## config.mk

```make
export PLATFORM = sky130hd
export DESIGN_NAME = dual_timer8
export DESIGN_NICKNAME = d
export VERILOG_FILES = /design/src/rtl/tmr_pkg.sv /design/src/rtl/tmr_prescaler.sv /design/src/rtl/tmr_edge_sync.sv /design/src/rtl/tmr_channel.sv /design/src/rtl/dual_timer8.sv
export SDC_FILE = /design/constraint.sdc
export NUM_CORES = 1
export LEC_CHECK = 0
export CAP_MARGIN = 20
export CORE_ASPECT_RATIO = 1.25
export CORE_UTILIZATION = 50
export DETAILED_ROUTE_END_ITERATION = 10
export PLACE_DENSITY = 0.69
export SLEW_MARGIN = 20
export SYNTH_ARGS = -nofsm -noshare
export SYNTH_HDL_FRONTEND = slang
export SYNTH_HIERARCHICAL = 1
export SYNTH_SLANG_ARGS = --single-unit
```

## constraint.sdc

```tcl
create_clock -name clk -period 3.1 [get_ports clk]
set_clock_uncertainty 0.05 [all_clocks]
set_input_delay 0.62 -clock clk [delete_from_list [all_inputs] [get_ports clk]]
set_output_delay 0.62 -clock clk [all_outputs]
set_load 0.01 [all_outputs]
```

## src/rtl/tmr_pkg.sv

```systemverilog
package tmr_pkg;
   localparam int DW = 8;

   typedef enum logic [2:0] {
      CK_STOP     = 3'd0,
      CK_TAP_A    = 3'd1,
      CK_TAP_B    = 3'd2,
      CK_TAP_C    = 3'd3,
      CK_CHAIN    = 3'd4,
      CK_EXT_FALL = 3'd5,
      CK_EXT_RISE = 3'd6,
      CK_EXT_BOTH = 3'd7
   } cksel_e;

   typedef enum logic [1:0] {
      CL_NONE  = 2'd0,
      CL_MA    = 2'd1,
      CL_MB_CAP = 2'd2,
      CL_CAP   = 2'd3
   } clrsel_e;

   localparam logic [2:0] OFS_CTRL = 3'd0;
   localparam logic [2:0] OFS_STAT = 3'd1;
   localparam logic [2:0] OFS_CNT  = 3'd2;
   localparam logic [2:0] OFS_CMPA = 3'd3;
   localparam logic [2:0] OFS_CMPB = 3'd4;

   localparam int BIT_OVF = 5;
   localparam int BIT_MA  = 6;
   localparam int BIT_MB  = 7;
endpackage

```

## src/rtl/tmr_prescaler.sv

```systemverilog
module tmr_prescaler #(
   parameter int TAP_A = 3,
   parameter int TAP_B = 6,
   parameter int TAP_C = 13
) (
   input  logic       clk,
   input  logic       rst_n,
   output logic [2:0] tick
);
   localparam int DIV_W = TAP_C;

   if (!(TAP_A > 0 && TAP_A < TAP_B && TAP_B < TAP_C))
      $error("tmr_prescaler: taps must be strictly increasing and nonzero");

   logic [DIV_W-1:0] div;

   always_ff @(posedge clk or negedge rst_n) begin
      if (!rst_n) div <= '0;
      else        div <= div + 1'b1;
   end

   assign tick[0] = &div[TAP_A-1:0];
   assign tick[1] = &div[TAP_B-1:0];
   assign tick[2] = &div[TAP_C-1:0];

   // slower taps fire only on cycles where faster taps also fire
   a_r2_tap_nest_b: assert property (@(posedge clk) disable iff (!rst_n)
      tick[1] |-> tick[0]);
   a_r2_tap_nest_c: assert property (@(posedge clk) disable iff (!rst_n)
      tick[2] |-> tick[1]);
   a_r2_tap_spacing: assert property (@(posedge clk) disable iff (!rst_n)
      tick[0] |=> !tick[0]);
endmodule

```

## src/rtl/tmr_edge_sync.sv

```systemverilog
module tmr_edge_sync #(
   parameter int STAGES = 2
) (
   input  logic clk,
   input  logic rst_n,
   input  logic pin,
   output logic rise,
   output logic fall
);
   localparam int LEN = STAGES + 1;

   if (STAGES < 2) $error("tmr_edge_sync: need at least two sync stages");

   logic [LEN-1:0] sh;

   always_ff @(posedge clk or negedge rst_n) begin
      if (!rst_n) sh <= '0;
      else        sh <= {sh[LEN-2:0], pin};
   end

   assign rise = sh[LEN-2] & ~sh[LEN-1];
   assign fall = ~sh[LEN-2] & sh[LEN-1];

   a_r4_edges_exclusive: assert property (@(posedge clk) disable iff (!rst_n)
      !(rise && fall));
endmodule

```

## src/rtl/tmr_channel.sv

```systemverilog
module tmr_channel
   import tmr_pkg::*;
(
   input  logic          clk,
   input  logic          rst_n,
   input  logic          wr_en,
   input  logic          rd_en,
   input  logic [2:0]    offs,
   input  logic [DW-1:0] wdata,
   output logic [DW-1:0] rdata,
   input  logic [2:0]    tick,
   input  logic          ext_rise,
   input  logic          ext_fall,
   input  logic          chain_evt,
   input  logic          chain_block,
   input  logic          cap_b,
   output logic          src_chain,
   output logic          ma_evt,
   output logic          ovf_evt,
   output logic          irq_ovf,
   output logic          irq_ma,
   output logic          irq_mb
);
   logic [DW-1:0] ctrl, cnt, cmpa, cmpb;
   logic          flg_o, flg_a, flg_b;
   logic          arm_o, arm_a, arm_b;
   logic          eq_a_q, eq_b_q;
   logic          cnt_en, hit_clr, cap_clr, ovf_now, mb_evt;
   logic          wr_ctrl, wr_stat, wr_cnt, wr_cmpa, wr_cmpb, rd_stat;
   cksel_e        cks;
   clrsel_e       clr;

   assign cks = cksel_e'(ctrl[2:0]);
   assign clr = clrsel_e'(ctrl[4:3]);
   assign src_chain = (cks == CK_CHAIN);

   assign wr_ctrl = wr_en && offs == OFS_CTRL;
   assign wr_stat = wr_en && offs == OFS_STAT;
   assign wr_cnt  = wr_en && offs == OFS_CNT;
   assign wr_cmpa = wr_en && offs == OFS_CMPA;
   assign wr_cmpb = wr_en && offs == OFS_CMPB;
   assign rd_stat = rd_en && offs == OFS_STAT;

   always_comb begin
      unique case (cks)
         CK_STOP:     cnt_en = 1'b0;
         CK_TAP_A:    cnt_en = tick[0];
         CK_TAP_B:    cnt_en = tick[1];
         CK_TAP_C:    cnt_en = tick[2];
         CK_CHAIN:    cnt_en = chain_evt && !chain_block;
         CK_EXT_FALL: cnt_en = ext_fall;
         CK_EXT_RISE: cnt_en = ext_rise;
         CK_EXT_BOTH: cnt_en = ext_rise | ext_fall;
         default:     cnt_en = 1'b0;
      endcase
   end

   assign ma_evt  = (cnt == cmpa) && !eq_a_q;
   assign mb_evt  = (cnt == cmpb) && !eq_b_q;
   assign hit_clr = cnt_en && ((clr == CL_MA && cnt == cmpa) ||
                               (clr == CL_MB_CAP && cnt == cmpb));
   assign cap_clr = cap_b && (clr == CL_MB_CAP || clr == CL_CAP);
   assign ovf_now = !wr_cnt && !cap_clr && cnt_en && !hit_clr && (&cnt);

   always_ff @(posedge clk or negedge rst_n) begin
      if (!rst_n) begin
         ctrl <= '0; cnt <= '0; cmpa <= '0; cmpb <= '0;
         eq_a_q <= 1'b1; eq_b_q <= 1'b1; ovf_evt <= 1'b0;
      end else begin
         eq_a_q  <= (cnt == cmpa);
         eq_b_q  <= (cnt == cmpb);
         ovf_evt <= ovf_now;
         if (wr_ctrl) ctrl <= wdata;
         if (wr_cmpa) cmpa <= wdata;
         if (wr_cmpb) cmpb <= wdata;
         if (wr_cnt)       cnt <= wdata;
         else if (cap_clr) cnt <= '0;
         else if (cnt_en)  cnt <= hit_clr ? '0 : cnt + 1'b1;
      end
   end

   always_ff @(posedge clk or negedge rst_n) begin
      if (!rst_n) begin
         flg_o <= 1'b0; flg_a <= 1'b0; flg_b <= 1'b0;
         arm_o <= 1'b0; arm_a <= 1'b0; arm_b <= 1'b0;
      end else begin
         if (rd_stat && flg_o) arm_o <= 1'b1;
         if (rd_stat && flg_a) arm_a <= 1'b1;
         if (rd_stat && flg_b) arm_b <= 1'b1;
         if (ovf_now) flg_o <= 1'b1;
         else if (wr_stat && arm_o && !wdata[BIT_OVF]) begin
            flg_o <= 1'b0; arm_o <= 1'b0;
         end
         if (ma_evt) flg_a <= 1'b1;
         else if (wr_stat && arm_a && !wdata[BIT_MA]) begin
            flg_a <= 1'b0; arm_a <= 1'b0;
         end
         if (mb_evt) flg_b <= 1'b1;
         else if (wr_stat && arm_b && !wdata[BIT_MB]) begin
            flg_b <= 1'b0; arm_b <= 1'b0;
         end
      end
   end

   always_comb begin
      unique case (offs)
         OFS_CTRL: rdata = ctrl;
         OFS_STAT: rdata = {flg_b, flg_a, flg_o, 5'b0};
         OFS_CNT:  rdata = cnt;
         OFS_CMPA: rdata = cmpa;
         OFS_CMPB: rdata = cmpb;
         default:  rdata = '0;
      endcase
   end

   assign irq_ovf = flg_o & ctrl[BIT_OVF];
   assign irq_ma  = flg_a & ctrl[BIT_MA];
   assign irq_mb  = flg_b & ctrl[BIT_MB];

   a_r3_stop_holds: assert property (@(posedge clk) disable iff (!rst_n)
      (cks == CK_STOP && !wr_cnt && !cap_clr) |=> $stable(cnt));
   a_r9_chain_blocked: assert property (@(posedge clk) disable iff (!rst_n)
      (chain_block && cks == CK_CHAIN && !wr_cnt && !cap_clr) |=> $stable(cnt));
   a_r5_ovf_flags: assert property (@(posedge clk) disable iff (!rst_n)
      ovf_now |=> (flg_o && cnt == '0));
   a_r6_match_a_flags: assert property (@(posedge clk) disable iff (!rst_n)
      ma_evt |=> flg_a);
   a_r10_clear_needs_read: assert property (@(posedge clk) disable iff (!rst_n)
      $fell(flg_o) |-> $past(arm_o));
   a_r7_count_step: assert property (@(posedge clk) disable iff (!rst_n)
      (cnt_en && !hit_clr && !wr_cnt && !cap_clr) |=> cnt == $past(cnt) + 8'd1);
endmodule

```

## src/rtl/dual_timer8.sv

```systemverilog
module dual_timer8
   import tmr_pkg::*;
#(
   parameter int PRE_A_LOG = 3,
   parameter int PRE_B_LOG = 6,
   parameter int PRE_C_LOG = 13,
   parameter int SYNC_STAGES = 2
) (
   input  logic       clk,
   input  logic       rst_n,
   input  logic       bus_sel,
   input  logic       bus_wr,
   input  logic [3:0] bus_addr,
   input  logic [7:0] bus_wdata,
   output logic [7:0] bus_rdata,
   input  logic [1:0] ext_clk,
   input  logic [1:0] cap_b,
   output logic [1:0] irq_ovf,
   output logic [1:0] irq_cma,
   output logic [1:0] irq_cmb
);
   localparam int NCH = 2;

   logic [2:0]    tick;
   logic [NCH-1:0] rise, fall, src_chain, ma_evt, ovf_evt, chain_in;
   logic [DW-1:0] rd_ch [NCH];
   logic          block;

   tmr_prescaler #(.TAP_A(PRE_A_LOG), .TAP_B(PRE_B_LOG), .TAP_C(PRE_C_LOG))
      u_pre (.clk(clk), .rst_n(rst_n), .tick(tick));

   assign block = &src_chain;
   assign chain_in[0] = ovf_evt[1];
   assign chain_in[1] = ma_evt[0];

   for (genvar i = 0; i < NCH; i++) begin : g_ch
      logic sel_me;
      assign sel_me = bus_sel && (bus_addr[3] == i[0]);

      tmr_edge_sync #(.STAGES(SYNC_STAGES)) u_sync (
         .clk(clk), .rst_n(rst_n), .pin(ext_clk[i]),
         .rise(rise[i]), .fall(fall[i]));

      tmr_channel u_ch (
         .clk(clk), .rst_n(rst_n),
         .wr_en(sel_me && bus_wr), .rd_en(sel_me && !bus_wr),
         .offs(bus_addr[2:0]), .wdata(bus_wdata), .rdata(rd_ch[i]),
         .tick(tick), .ext_rise(rise[i]), .ext_fall(fall[i]),
         .chain_evt(chain_in[i]), .chain_block(block), .cap_b(cap_b[i]),
         .src_chain(src_chain[i]), .ma_evt(ma_evt[i]), .ovf_evt(ovf_evt[i]),
         .irq_ovf(irq_ovf[i]), .irq_ma(irq_cma[i]), .irq_mb(irq_cmb[i]));
   end

   assign bus_rdata = rd_ch[bus_addr[3]];
endmodule

```

==> results.md, run 1 <==
- Status: complete, no violations
- Die X: 97.5 um
- TritonCTS clock tree: done
- CP Capture Type: primary output
- Cell area after placement: 6330 um^2
- Max-cap viol count: 0
- Critical Path Slowest Stage Cell: clkdlybuf4s50_1
- # rows: 43
- Final WL: 14.3 mm
- CP startpoint: bus_addr[2]
- Critical path fanouts, max: 13
- Detail Route Antenna Nets: 0
- Synthesized area per cell: 10.6 um^2
- Syn Std Cell Area: 5700 um^2
- First-pass DRT Iterations: 4
- Starting Density: 51.4%
- Clk sink count: 100
- Dpl hpwl: 10.3 mm
- Worst path most repeated cell: buf_6
- Clk_lat worst skew: 0.34 ns
- Share of post-route cells with drive strength above 1: 23.6%
- Layout area overhead: 17.2%
- Final min period: 3.04 ns
- Worst-margin pin slew: 0.703 ns
- CP arrival: 2.37 ns
- Pwr dens: 636 nW/um^2
- RSZ-0062 raised after global routing: no
- Drt wl/cell: 19.6 um
- Cells after Synth: 538
- Final period util: 97.9%
- PortBufs: 33
- Global-route wire length before repair: 23.4 mm
- Worst reg2reg setup slack: 0.18 ns
- I/O pin count: 34
- Clock Path Buffers: 2
- Final RePlAce weighted congestion: 0.900
- Slew headroom: 52.5%
- Startpoint class of the critical path: primary input
- Slew Limit Fails: 0
- Pleak: 2.91 nW
- Clk root buf: clkbuf_16
- Clk slew on worst S/H paths: 0.06 ns
- Hold buffer count at CTS: 0
- Remaining global-route overflow: 0
- Die area: 11800 um^2
- Min setup slack post-route: 0.0642 ns
- Design Area, Final: 6680 um^2
- Post-CTS Repair Setup Buffers: 0
- Ant diodes: 0
- Utilization after layout: 60.3%
- Vias in the first global route: 4558
- TNS Setup: 0 ns
- Nets: 616
- Initial antenna violation count: 0
- CP peak stage delay: 0.47 ns
- Setup Crit Path Kind: in -> out
- Worst endpoint required time: 2.43 ns
- Core footprint: 11100 um^2
- Largest net degree at the start of global routing: 43
- Fmax: 329 MHz
- GRT Overall Usage: 25.5%
- Ys Warns: 6
- Worst r2r src: g_ch[0].u_ch/cnt[0]
- Syn_nets: 562
- H-tree depth: 3
- DP Worst Slack: -0.190 ns
- Fin. Hold Viols: 0
- Min-delay worst type: in -> async
- Via Count: 4386
- First DRT Iteration DRCs: 253
- Final setup viols: 0
- Die Ht: 121 um
- Cells along the critical path: clkdlybuf4s50_1 > buf_6 > buf_6 > buf_12 > nor2_1 > a21oi_1 > o21ai_0 > mux2_4 > dlygate4sd2_1
- VDD IR max: 0.288 mV
- DRC: 0
- Post-DR vias/cell: 5.99
- CTS Buf Count: 9
per-stage QoR:
stage          cells  hold slack, ns  total power [mW]
2_1_floorplan    538           0.274              2.70
3_3_place_gp     714           0.289              3.06
3_5_place_dp     714           0.288              3.11
4_1_cts          731           0.228              4.25
5_1_grt          732           0.246              4.46
6_report         732           0.202              4.25
layout by cell type, fill, tap and decap left out, drive strengths merged, types with 17 or more instances in the layout:
master         count
clkdlybuf4s50     22
o21ai             21
nand3             17
xnor2             35
nand2             34
buf               38
mux2              60
dfrtp             96
inv               17
nor2              34
a21oi             23
routing by layer:
| layer | vias to the layer above | track usage [%] | routed length (um) |
|---|---|---|---|
| li1 | 2058 | - | - |
| met1 | 2207 | 31.5 | 6180 |
| met2 | 93 | 43.6 | 7350 |
| met3 | 28 | 3.51 | 416 |
| met4 | 0 | 12.8 | 396 |
| met5 | - | 0 | 0 |
critical path, delay by kind of cell:
| kind | cells | cell delay [ns] |
|---|---|---|
| buf+inv | 5 | 1.16 |
| mux | 1 | 0.27 |
| compound gates | 2 | 0.26 |
| simple gates | 1 | 0.05 |
state kept, by name (all words and copies together), names as in the netlist, 2 cells and up:
| register | cells |
|---|---|
| g_ch.u_ch/cmpa | 16 |
| g_ch.u_ch/cmpb | 16 |
| g_ch.u_ch/cnt | 16 |
| g_ch.u_ch/ctrl | 16 |
| u_pre/div | 13 |
| g_ch.u_sync/sh | 6 |
| g_ch.u_ch/arm_a | 2 |
| g_ch.u_ch/arm_b | 2 |
| g_ch.u_ch/arm_o | 2 |
| g_ch.u_ch/eq_a_q | 2 |
| g_ch.u_ch/eq_b_q | 2 |
| g_ch.u_ch/flg_a | 2 |
| g_ch.u_ch/flg_b | 2 |
| g_ch.u_ch/flg_o | 2 |
power breakdown:
| part | leakage (nW) | switching (mW) | internal [mW] |
|---|---|---|---|
| sequential | 1.23 | 0.354 | 1.55 |
| combinational | 1.54 | 0.566 | 0.638 |
| clock | 0.144 | 0.474 | 0.672 |
repair_timing:
| action | in CTS | in global routing |
|---|---|---|
| cloned | 1 | 1 |
| endpoints found under the setup margin | 8 | 4 |
| pin swaps | 0 | 2 |
| resized for setup | 13 | 4 |
final timing paths:
kind / endpoint / cells after the start
worst min register to register: g_ch[0].u_sync/sh[1] / 0
max in group asynchronous: g_ch[0].u_ch/eq_b_q / 2
worst max register to register: g_ch[1].u_ch/cnt[6] / 8
min in group clk: g_ch[0].u_sync/sh[1] / 0
worst min-delay path: g_ch[1].u_sync/sh[2] / 1
worst max-delay path: bus_rdata[2] / 9
cell type report:
class	count	area, um^2
well taps	135	169
inverters	17	63.8
clock buffers	15	268
multi-input cells	393	2960
clock inverters	1	30.0
repair buffers	71	683
flip-flops and latches	100	2510
fillers	922	4400
Note: power is estimated with default switching activity, not from simulation.
==> inputs of run 2 (changes only) <==
CORE_MARGIN = 1   (was unset)
clock period = 3.55 ns   (was 3.1 ns; I/O delays follow)
==> run 2 against run 1 <==
  * Flip-flop and latch count unchanged
  * Register-to-register slack better by 0.38 ns
  * Worst hold slack gained 0.098 ns
  * Cell count decreased by 2.2%
  * Design area decreased by 2.2%
  * Critical path depth fell by 2
  * Power is 14% lower
  * Utilization is 1.3 points lower
  * Largest cell class unchanged
==> results.md, run 2 (synthesized netlist as in run 1, its figures left out) <==
- Final setup viols: 0 (unchanged)
- Dpl hpwl: 10.0 mm (-2.9%)
- Final RePlAce weighted congestion: 0.857 (-4.8%)
- Critical path fanouts, max: 10 (-3)
- Worst endpoint required time: 2.79 ns (+0.36 ns)
- Placed instance count: 697 (-2.4%)
- Clk sink count: 100 (unchanged)
- Most frequent cells in the layout: dfrtp_1, mux2_2, nand2_1, xnor2_1
- Ant diodes: 0 (unchanged)
- Detail Route Antenna Nets: 0 (unchanged)
- Most common cell after layout, fill and taps aside: dfrtp_1
- Design Area, Final: 6540 um^2 (-2.2%)
- Fmax: 286 MHz
- Layout area overhead: 14.7%
- Hold slack final: 0.300 ns (+0.0981 ns)
- Pleak: 2.80 nW (-3.7%)
- First-pass DRT Iterations: 5 (+1)
- Final WL: 14.1 mm (-2.0%)
- Status: complete, no violations
- Drt wl/cell: 19.6 um (+0.19%)
- Initial antenna violation count: 0 (unchanged)
- Global-route wire length before repair: 22.8 mm (-2.4%)
- Clk_lat worst skew: 0.35 ns (about the same)
- Setup Crit Path Kind: in -> out
- Clock Path Buffers: 2 (unchanged)
- H-tree depth: 3 (unchanged)
- Starting Density: 51.4% (unchanged)
- Fillers: 921 (-0.11%)
- Final period util: 98.6%
- TritonCTS clock tree: done
- Core footprint: 11100 um^2 (unchanged)
- Remaining global-route overflow: 0 (unchanged)
- Cell area after placement: 6190 um^2 (-2.2%)
- Vias in the first global route: 4444 (-2.5%)
- Nets: 600 (-2.6%)
- Die area: 11800 um^2 (unchanged)
- # rows: 43 (unchanged)
- Utilization after layout: 59.0% (-1.3 points)
- Fin. Hold Viols: 0 (unchanged)
- I/O pin count: 34 (unchanged)
- Design Power: 3.64 mW (-14%)
- Clk root buf: clkbuf_16
- DRC: 0 (unchanged)
- First DRT Iteration DRCs: 272 (+7.5%)
- Clk slew on worst S/H paths: 0.07 ns (about the same)
- Worst-margin pin slew: 0.781 ns (+0.0788 ns)
- Max-cap viol count: 0 (unchanged)
- GRT Overall Usage: 24.7% (-0.79 points)
- CP arrival: 2.74 ns (+0.37 ns)
- VDD IR max: 0.265 mV (-7.9%)
- Slew headroom: 47.2% (-5.3 points)
- Die X: 97.5 um (unchanged)
- CTS Buf Count: 9 (unchanged)
- Min-delay worst type: reg -> reg
- Startpoint class of the critical path: primary input
- Die Ht: 121 um (unchanged)
- Largest net degree at the start of global routing: 58 (+35%)
- Share of post-route cells with drive strength above 1: 22.5% (-1.1 points)
- CP Capture Type: primary output
- Final min period: 3.50 ns
- Slew Limit Fails: 0 (unchanged)
- PortBufs: 33 (unchanged)
- Via Count: 4347 (-0.89%)
- Post-DR vias/cell: 6.07 (+1.3%)
- Final non-filler cell total: 716 (-2.2%)
- Pwr dens: 556 nW/um^2 (-13%)
run 2: cell types whose count changed in the layout (fill, tap and decap cells not counted), sizes merged, moves of 2 or more:
cell	before	now
buf	38	22
dlygate4sd2	9	0
clkdlybuf4s50	22	29
clkbuf	15	11
clkinv	0	3
dlymetal6s2s	1	3
inv	17	19
run 2: stage by stage:
step,setup TNS [ns],setup slack (ns)
2_1_floorplan,0,0.886
3_3_place_gp,0,0.0635
3_5_place_dp,0,0.0244
4_1_cts,0,0.0247
5_1_grt,-0.00903,-0.00594
6_report,0,0.0496
run 2: area by class of cell:
cell class | instances | area [um^2] | area share, %
multi-input combinational | 393 | 2970 | 45.4
timing repair buffer | 55 | 547 | 8.36
tap | 135 | 169 | 2.58
inverter | 17 | 63.8 | 0.976
clock inverter | 6 | 46.3 | 0.708
clock buffer | 10 | 239 | 3.66
sequential | 100 | 2510 | 38.4
run 2: timing repair:
item	in CTS	in global routing
hold buffers	0	0
setup buffers	0	2
resized for setup	0	8
endpoints found under the setup margin	0	8
run 2: metal layers:
metal	global-route usage [%]	part of all wire [%]	vias to the layer above
met4	11.9	3.3	0
met3	3.92	4.4	36
met1	30.2	42	2155
met5	0	0	-
li1	-	-	2028
met2	42.5	50	128
run 2: power breakdown:
| group | leakage, nW | internal [mW] | switching (mW) |
|---|---|---|---|
| Clock | 0.141 | 0.501 | 0.444 |
| Sequential | 1.23 | 1.35 | 0.313 |
| Combinational | 1.44 | 0.549 | 0.478 |
| Total | 2.80 | 2.40 | 1.23 |
run 2: final timing paths:
check                                     start              endpoint  slack (ns)  cells past startpoint
setup / recovery                    bus_addr[0]          bus_rdata[7]        0.05                      7
hold / removal             g_ch[0].u_sync/sh[0]  g_ch[0].u_sync/sh[1]        0.30                      0
setup reg to reg            g_ch[0].u_ch/cnt[0]    g_ch[1].u_ch/arm_o        0.56                      8
hold reg to reg            g_ch[0].u_sync/sh[0]  g_ch[0].u_sync/sh[1]        0.30                      0
max in group asynchronous                 rst_n   g_ch[1].u_ch/eq_a_q        2.23                      2
min in group asynchronous                 rst_n  g_ch[1].u_sync/sh[1]        0.38                      1
run 2: critical path, cell delays in order:
cell and delay [ns]:
clkdlybuf4s50_1 0.48, buf_6 0.16, mux2_2 0.36, a22oi_1 0.17, o22ai_1 0.10, mux2_2 0.27
clkdlybuf4s50_1 0.48
==> inputs of run 3 (changes only) <==
CTS_CLUSTER_DIAMETER = 200   (was unset)
SETUP_SLACK_MARGIN = 0.02   (was unset)
==> run 3 against run 2 <==
  * Via count about the same
  * Global-route usage unchanged
  * Largest cell class unchanged
  * Critical path type unchanged
  * Combinational power about the same
  * Count of clock-buffer cells in the layout unchanged
==> results.md, run 3 (synthesized netlist as in run 1, its figures left out) <==
- Int Pwr: 2.40 mW (about the same)
- Utilization after layout: 59.0% (about the same)
- Die Ht: 121 um (unchanged)
- Final setup viols: 0 (unchanged)
- CP peak stage delay: 0.52 ns (+0.04 ns)
- Detail Route Antenna Nets: 0 (unchanged)
- CTS Buf Count: 9 (unchanged)
- VDD IR max: 0.265 mV (about the same)
- TritonCTS clock tree: done
- Post-DR vias/cell: 6.08 (about the same)
- First DRT Iteration DRCs: 273 (+0.37%)
- Pleak: 2.82 nW (+0.49%)
- Worst-margin pin slew: 0.781 ns (unchanged)
- Global-route wire length before repair: 22.8 mm (unchanged)
- Clock Path Buffers: 2 (unchanged)
- Critical path fanouts, max: 13 (+3)
- Slew Limit Fails: 0 (unchanged)
- Clk sink count: 100 (unchanged)
- Clk_lat worst skew: 0.35 ns (about the same)
- Layout area overhead: 14.7% (about the same)
- Final min period: 3.49 ns (-0.0148 ns)
- Cell family with most CP delay: buffers and inverters
- Clk slew on worst S/H paths: 0.07 ns (about the same)
- PortBufs: 33 (unchanged)
- Initial antenna violation count: 0 (unchanged)
- Critical Path Slowest Stage Cell: clkdlybuf4s50_1
- Remaining global-route overflow: 0 (unchanged)
- # rows: 43 (unchanged)
- Starting Density: 51.4% (unchanged)
- CP arrival: 2.73 ns (about the same)
- Nets: 600 (unchanged)
- GRT Overall Usage: 24.7% (unchanged)
- Hold slack final: 0.300 ns (-0.00000300 ns)
- Die area: 11800 um^2 (unchanged)
- Sw Pwr: 1.23 mW (unchanged)
- Fin. Hold Viols: 0 (unchanged)
- Status: complete, no violations
- Clk root buf: clkbuf_16
- Share of post-route cells with drive strength above 1: 22.5% (unchanged)
- CP Capture Type: primary output
- Die X: 97.5 um (unchanged)
- Slew headroom: 47.2% (unchanged)
- Cell area after placement: 6190 um^2 (unchanged)
- Startpoint class of the critical path: primary input
- Final WL: 14.1 mm (about the same)
- Design Area, Final: 6540 um^2 (about the same)
- Min-delay worst type: reg -> reg
- DRC: 0 (unchanged)
- Via Count: 4350 (+0.069%)
- Cells along the critical path: clkdlybuf4s50_1 > buf_6 > buf_4 > o21ai_0 > a22oi_1 > o22ai_1 > mux2_4 > clkdlybuf4s50_1
- Largest net degree at the start of global routing: 58 (unchanged)
- First-pass DRT Iterations: 5 (unchanged)
- Setup Crit Path Kind: in -> out
- Dpl hpwl: 10.0 mm (unchanged)
- Net Sw Frac: 34.0% (about the same)
- Fmax: 287 MHz (+0.42%)
- Combinational share of power: 28.2% (about the same)
- Worst path most repeated cell: clkdlybuf4s50_1
- Most frequent cells in the layout: dfrtp_1, mux2_2, nand2_1, xnor2_1, nor2_1
- Drt wl/cell: 19.6 um (about the same)
- Worst endpoint required time: 2.79 ns (about the same)
- Clock group share of total power: 26.0% (about the same)
- Pwr dens: 556 nW/um^2 (about the same)
- Buffers & Inverters on Critical Path: 4 (+1)
- Sequential Power Share: 45.8% (about the same)
- Final period util: 98.2% (-0.42 points)
- H-tree depth: 3 (unchanged)
- Ant diodes: 0 (unchanged)
- Vias in the first global route: 4444 (unchanged)
- I/O pin count: 34 (unchanged)
- Max-cap viol count: 0 (unchanged)
- TNS Setup: 0 ns (unchanged)
- Final RePlAce weighted congestion: 0.857 (unchanged)
- Core footprint: 11100 um^2 (unchanged)
- Most common cell after layout, fill and taps aside: dfrtp_1
==> run 3: cell count changes in the layout (fill, tap and decap cells not counted) <==
cell             change
clkdlybuf4s50_1      -1
dlymetal6s2s_1       +1
==> run 3: routing by layer <==
| layer | wire (um) | global-route usage [%] | vias up | part of all wire (%) |
|---|---|---|---|---|
| met5 | 0 | 0 | - | 0 |
| met4 | 467 | 11.9 | 0 | 3.3 |
| met3 | 637 | 3.92 | 36 | 4.5 |
| met2 | 7070 | 42.5 | 131 | 50 |
| met1 | 5880 | 30.2 | 2155 | 42 |
| li1 | - | - | 2028 | - |
==> run 3: timing repair <==
item / 4_1_cts / 5_1_grt
hold buffers: 0 / 0
setup buffers: 0 / 2
gates resized for setup: 0 / 9
endpoints found under the setup margin: 0 / 8
==> run 3: stage by stage <==
stage                     total power, mW  std cells  worst slack (ns)
after floorplan                      2.35        538             0.886
after global placement               2.65        697            0.0635
after detailed placement             2.69        697            0.0244
after CTS                            3.64        713            0.0247
after global routing                 3.83        716          -0.00309
final                                3.64        716            0.0644
==> run 3: cell type report <==
| cell class | count | area, um^2 |
|---|---|---|
| Fill cell | 921 | 4540 |
| Multi-Input combinational cell | 393 | 2970 |
| Sequential cell | 100 | 2510 |
| Timing Repair Buffer | 55 | 549 |
| Clock buffer | 10 | 239 |
| Tap cell | 135 | 169 |
| Inverter | 17 | 63.8 |
| Clock inverter | 6 | 46.3 |
==> run 3: final timing paths <==
path / from / endpoint / slack (ns) / cells after the start
worst min-delay path: g_ch[0].u_sync/sh[0] / g_ch[0].u_sync/sh[1] / 0.30 / 0
min in group asynchronous: rst_n / g_ch[1].u_sync/sh[1] / 0.38 / 1
worst max register to register: g_ch[0].u_ch/cnt[0] / g_ch[1].u_ch/arm_o / 0.56 / 8
worst min register to register: g_ch[0].u_sync/sh[0] / g_ch[0].u_sync/sh[1] / 0.30 / 0
max in group asynchronous: rst_n / g_ch[1].u_ch/eq_a_q / 2.23 / 2
worst max-delay path: bus_addr[0] / bus_rdata[6] / 0.06 / 8
==> run 3: power groups by stage <==
stage	logic, mW	registers, mW	clock network [mW]
after floorplan	0.830	1.52	0
after global placement	0.984	1.67	0
after detailed placement	1.02	1.67	0
after CTS	1.02	1.66	0.964
after global routing	1.13	1.69	1.01
final	1.03	1.66	0.945
==> run 3: worst reg2reg max path, cell delays in order, from the launching register on <==
cell     delay, ns
dfrtp_1       0.47
xnor2_1       0.25
nand4_1       0.16
nor3_1        0.49
buf_4         0.23
a32oi_1       0.13
or4_4         0.61
or2_1         0.33
a21oi_1       0.18
